[src/rtl/lch_split_hash_pkg.sv]
package lch_split_hash_pkg;

    localparam int HASH_W = 32;

    // One input transfer as seen by the lanes
    typedef struct packed {
        logic              start;
        logic              last;
        logic [HASH_W-1:0] msg;
        logic [HASH_W-1:0] key;
    } beat_t;

    // Largest prime below 2^w for each supported lane width
    function automatic longint unsigned lane_prime(int w);
        case (w)
            8:       return 64'd251;
            16:      return 64'd65521;
            default: return 64'd4294967291;
        endcase
    endfunction

endpackage

[src/rtl/lch_lane.sv]
module lch_lane #(
    parameter int              W = 16,
    parameter longint unsigned P = 64'd65521
) (
    input  logic         clk,
    input  logic         rst,
    input  logic         load,
    input  logic         clear,
    input  logic [W-1:0] m,
    input  logic [W-1:0] x,
    output logic [W-1:0] acc_o
);
    localparam int SUM_W = 2 * W + 1;

    logic [W-1:0]     acc_q;
    logic [SUM_W-1:0] base;
    logic [SUM_W-1:0] sum;
    logic [W-1:0]     acc_d;

    // Reduce every cycle so the held residue stays below the prime
    always_comb begin
        base  = clear ? '0 : SUM_W'(acc_q);
        sum   = base + SUM_W'(m) * SUM_W'(x);
        acc_d = W'(sum % SUM_W'(P));
    end

    always_ff @(posedge clk) begin
        if (rst)       acc_q <= '0;
        else if (load) acc_q <= acc_d;
    end

    assign acc_o = acc_q;

    // held residue never reaches the prime
    a_r7_below_prime: assert property (@(posedge clk) disable iff (rst)
        SUM_W'(acc_q) < SUM_W'(P));

    // without a transfer the residue does not move
    a_r8_idle_hold: assert property (@(posedge clk) disable iff (rst)
        !load |=> $stable(acc_q));

    // a fresh message whose first product is zero starts from zero
    a_r4_clear_restart: assert property (@(posedge clk) disable iff (rst)
        (load && clear && (m == '0)) |=> (acc_q == '0));

endmodule

[src/rtl/lch_done_ctrl.sv]
module lch_done_ctrl (
    input  logic clk,
    input  logic rst,
    input  logic in_valid,
    input  logic in_last,
    output logic hash_valid
);
    logic done_q;

    always_ff @(posedge clk) begin
        if (rst) done_q <= 1'b0;
        else     done_q <= in_valid & in_last;
    end

    assign hash_valid = done_q;

    // a final word is always followed by the valid pulse
    a_r5_valid_follows_last: assert property (@(posedge clk) disable iff (rst)
        (in_valid && in_last) |=> hash_valid);

    // no pulse without a final word in the cycle before
    a_r5_no_spurious_valid: assert property (@(posedge clk) disable iff (rst)
        !(in_valid && in_last) |=> !hash_valid);

endmodule

[src/rtl/lch_split_hash.sv]
module lch_split_hash
    import lch_split_hash_pkg::*;
#(
    parameter int LANE_W = 16
) (
    input  logic              clk,
    input  logic              rst,
    input  logic              in_valid,
    input  logic              in_start,
    input  logic              in_last,
    input  logic [HASH_W-1:0] msg_word,
    input  logic [HASH_W-1:0] key_word,
    output logic              hash_valid,
    output logic [HASH_W-1:0] hash
);
    localparam int              N_LANES = HASH_W / LANE_W;
    localparam longint unsigned PRIME   = lane_prime(LANE_W);

    beat_t beat;
    assign beat = '{start: in_start, last: in_last, msg: msg_word, key: key_word};

    // slice j of each word feeds lane j; residue j fills slice j of hash
    for (genvar j = 0; j < N_LANES; j++) begin : g_lane
        lch_lane #(.W(LANE_W), .P(PRIME)) u_lane (
            .clk   (clk),
            .rst   (rst),
            .load  (in_valid),
            .clear (beat.start),
            .m     (beat.msg[j*LANE_W +: LANE_W]),
            .x     (beat.key[j*LANE_W +: LANE_W]),
            .acc_o (hash[j*LANE_W +: LANE_W])
        );
    end

    lch_done_ctrl u_ctrl (
        .clk        (clk),
        .rst        (rst),
        .in_valid   (in_valid),
        .in_last    (beat.last),
        .hash_valid (hash_valid)
    );

    // the first cycle after reset shows nothing finished
    a_r1_reset_quiet: assert property (@(posedge clk)
        $past(rst) |-> (!hash_valid && hash == '0));

endmodule

[config.mk]
export PLATFORM = sky130hd
export DESIGN_NAME = lch_split_hash
export DESIGN_NICKNAME = d
export VERILOG_FILES = /design/src/rtl/lch_split_hash_pkg.sv /design/src/rtl/lch_lane.sv /design/src/rtl/lch_done_ctrl.sv /design/src/rtl/lch_split_hash.sv
export SDC_FILE = /design/constraint.sdc
export NUM_CORES = 2
export LEC_CHECK = 0
export BUFFER_PORTS_ARGS = -buffer_cell sky130_fd_sc_hd__buf_4
export CAP_MARGIN = 20
export CORE_MARGIN = 1
export CORE_UTILIZATION = 66
export CTS_BUF_LIST = sky130_fd_sc_hd__clkbuf_4 sky130_fd_sc_hd__clkbuf_8
export DETAILED_ROUTE_END_ITERATION = 7
export PLACE_DENSITY = 0.83
export SLEW_MARGIN = 20
export SYNTH_ARGS = -nofsm -noshare
export SYNTH_HDL_FRONTEND = slang
export SYNTH_SLANG_ARGS = --single-unit
[constraint.sdc]
create_clock -name clk -period 33.4 [get_ports clk]
set_input_delay 3.34 -clock clk [delete_from_list [all_inputs] [get_ports clk]]
set_output_delay 3.34 -clock clk [all_outputs]
set_load 0.02 [all_outputs]
==> flow_summary_export.csv <==
group,metric,value,unit
logic_synthesis,synth_top_area_share,20.1,%
setup_path,critPathArrivalTime,31.24,ns
hold_path,hold_path_depth,2,
sta,fin_worst_skew,0.00982,ns
drt,vias,41534,
logic_synthesis,synth_seq_area_share,1.57,%
drt,ant_nets,0,
layout,area_growth,1.47,%
logic_synthesis,postSynthCellCount,5400,
logic_synthesis,synth_area_leader_cell,"fa_1",
logic_synthesis,ys_types,184,
setup_path,critPathKind,"input port to flop",
drt,routed_wl,122000,µm
floorplan,fp.dieH,255,µm
drt,drt_iter0_drc,4398,
setup_path,rr_worst_depth,71,
setup_path,worstPathRequired,33.64,ns
logic_synthesis,avgSynthCellArea,7.79,µm²
sta,hold_viol_final,0,
drt,wire_per_inst,19.9,µm
clock_tree,cts_buffer_depth,2,
clock_tree,cts_resized,0,
setup_path,cp_max_fo,21,
sta,rsz0062_at_grt,"no",
sta,min_period,31.00,ns
setup_path,end_kind,"flop",
logic_synthesis,synth_most_common_cell,"nand2_1",
floorplan,initial_utilization,66.7,%
clock_tree,cts_tree,"done",
placed_design,gp_congestion,0.985,
setup_path,r2r_end,"g_lane[0].u_lane.acc_o[7]",
clock_tree,clock-sinks,33,
floorplan,io_pins,102,
placed_design,portBuffers,101,
sta,tns,0,ns
layout,antenna_cells,0,
logic_synthesis,yosysWarnings,0,
setup_path,slowest_stage,"a31oi_1",
sta,hold_ws,0.511,ns
setup_path,critPathMaxStageDelay,0.81,ns
clock_tree,path_clk_slew,0.08,ns
layout,fill_cells,5465,
clock_tree,cts_root_buf,"clkbuf_8",
drt,viasPerCell,6.74,
grt,grt_max_degree,53,
floorplan,core,0.0631,mm²
sta,maxSlewHeadroom,26.5,%
layout,drive_gt1_share,12.3,%
floorplan,die-area,0.0648,mm²
hold_path,hp-start,"g_lane[0].u_lane.acc_o[10]",
logic_synthesis,synthFlopType,"dfxtp_1",
logic_synthesis,synth_edf_count,0,
clock_tree,cts-htree-levels,2,
layout,final_nets,6032,
placed_design,place_hpwl,100000,µm
logic_synthesis,yosys-top-cells-area,"fa_1 20%, ha_1 6.8%, nand2_1 5.6%",
floorplan,rows,92,
setup_path,start_kind,"input port",
clock_tree,postCtsSetupBuffers,0,
clock_tree,clock_latency,0.32,ns
floorplan,die_w,255,µm
hold_path,hold_class,"flop to flop",
grt,antenna_found_initial,3,
clock_tree,hold_buffers,0,
clock_tree,cts_made_buffers,5,
drt,drcViolationCount,0,
logic_synthesis,syn_nets,6119,
outcome,outcome,"completed",
logic_synthesis,async_flop_share,0,%
setup_path,r2r_start,"g_lane[0].u_lane.acc_o[15]",
flow_run,drv_cap,0,
grt,gr-total-overflow,0,
logic_synthesis,ys_ff_latch,33,
setup_path,r2r_slack,6.38,ns
sta,worst_slew_pin_slew,1.10,ns
logic_synthesis,synth_common_cells,"630 x nand2_1, 561 x inv_1, 422 x fa_1",
drt,drt_first_pass_iters,6,
sta,fmax,0.0323,GHz
sta,drv_slew,0,
grt,grt_pass1_wl,202000,µm
sta,setup_viol,0,
setup_path,crit_top_cell,"fa_1",
grt,track_usage,37.7,%
grt,grt_pass1_vias,39918,
logic_synthesis,netlist_area,0.0421,mm²
sta,min_period_over_period,92.8,%
hold_path,holdPathEnd,"g_lane[0].u_lane.acc_o[10]",
layout by cell type, fill, tap and decap left out, types with 33 or more instances in the layout:
cell      Yosys  layout
nand2_1     630     630
nand2b_1     60      60
or2_2        45      45
xor2_1       87      87
inv_1       561     561
mux2i_1      69      68
nand3_1     150     150
and2_1      242     242
a211oi_1     58      58
o211ai_1     63      63
fa_1        422     422
nand4_1      85      85
nor4_1       73      73
mux2_2       34      34
o31ai_1      41      41
a21o_1       45      45
nor3_1      139     139
xnor2_1     188     188
ha_1        228     228
a31oi_1      76      76
a21oi_1     223     223
and3_1       49      49
o21ai_1      49      50
o21ai_0     184     183
dfxtp_1      33      33
o21a_1       42      42
nor2_1      304     304
or3_1        34      34
buf_4        31     115
stage by stage:
| stage | util, % | area, µm² | setup slack, ns | instances |
|---|---|---|---|---|
| final | 67.7 | 42700 | 2.40 | 6160 |
| after global routing | 67.7 | 42700 | 0.385 | 6160 |
| after CTS | 67.7 | 42700 | 3.06 | 6160 |
| after detailed placement | 67.5 | 42600 | 2.81 | 6152 |
| after global placement | 67.5 | 42600 | 3.59 | 6152 |
| after floorplan | - | 42100 | 7.82 | 5400 |
cells by family after synthesis:
group | Yosys count | synth area share (%)
mux | 123 | 3.22
simple gates | 2155 | 28.3
buf+inv | 771 | 8.41
flops | 33 | 1.57
compound gates | 1367 | 25.1
xor+xnor | 287 | 6.20
fa+ha+maj | 664 | 27.2
per-layer routing:
metal / GRT usage, % / up-vias / wire, µm / share of wire [%]
met3: 5.74 / 318 / 9520 / 7.8
met4: 13.2 / 2 / 4460 / 3.6
met5: 0 / - / 16 / 0.013
met1: 49.1 / 20087 / 50600 / 41
met2: 63.4 / 1877 / 57800 / 47
li1: - / 19250 / - / -
how the worst max path moves through the flow:
stage	start	slack, ns	cells past startpoint	endpoint
final	msg_word[11]	2.40	75	g_lane[0].u_lane.acc_o[7]
after global routing	msg_word[12]	0.39	75	g_lane[0].u_lane.acc_o[14]
after CTS	msg_word[11]	3.06	75	g_lane[0].u_lane.acc_o[7]
after detailed placement	msg_word[11]	2.81	75	g_lane[0].u_lane.acc_o[7]
after global placement	msg_word[12]	3.59	75	g_lane[0].u_lane.acc_o[14]
after floorplan	key_word[3]	7.82	76	g_lane[0].u_lane.acc_o[8]
worst max-delay path: cells and delay by family:
family          cells  cell delay, ns
compound gates     31           12.19
mux                 4            1.95
buf+inv             6            0.53
xor+xnor            5            1.91
simple gates       21            7.45
fa+ha+maj           8            3.80
flip-flops by register name (all words and copies together), names as in the netlist:
signal,count
u_ctrl.hash_valid,1
g_lane.u_lane.acc_o,32
cell type report:
class	instances	area, µm²	share of cell area, %
inverters	562	2110	4.94
multi-input cells	4596	37900	88.7
repair buffers	115	863	2.02
clock inverters	1	30.0	0.0703
well taps	846	1060	2.48
clock buffers	7	90.1	0.211
flip-flops and latches	33	661	1.55
Power is left out: the tool's default activity adds up to more than one toggle a clock period on the data nets, which glitch-free logic cannot reach.
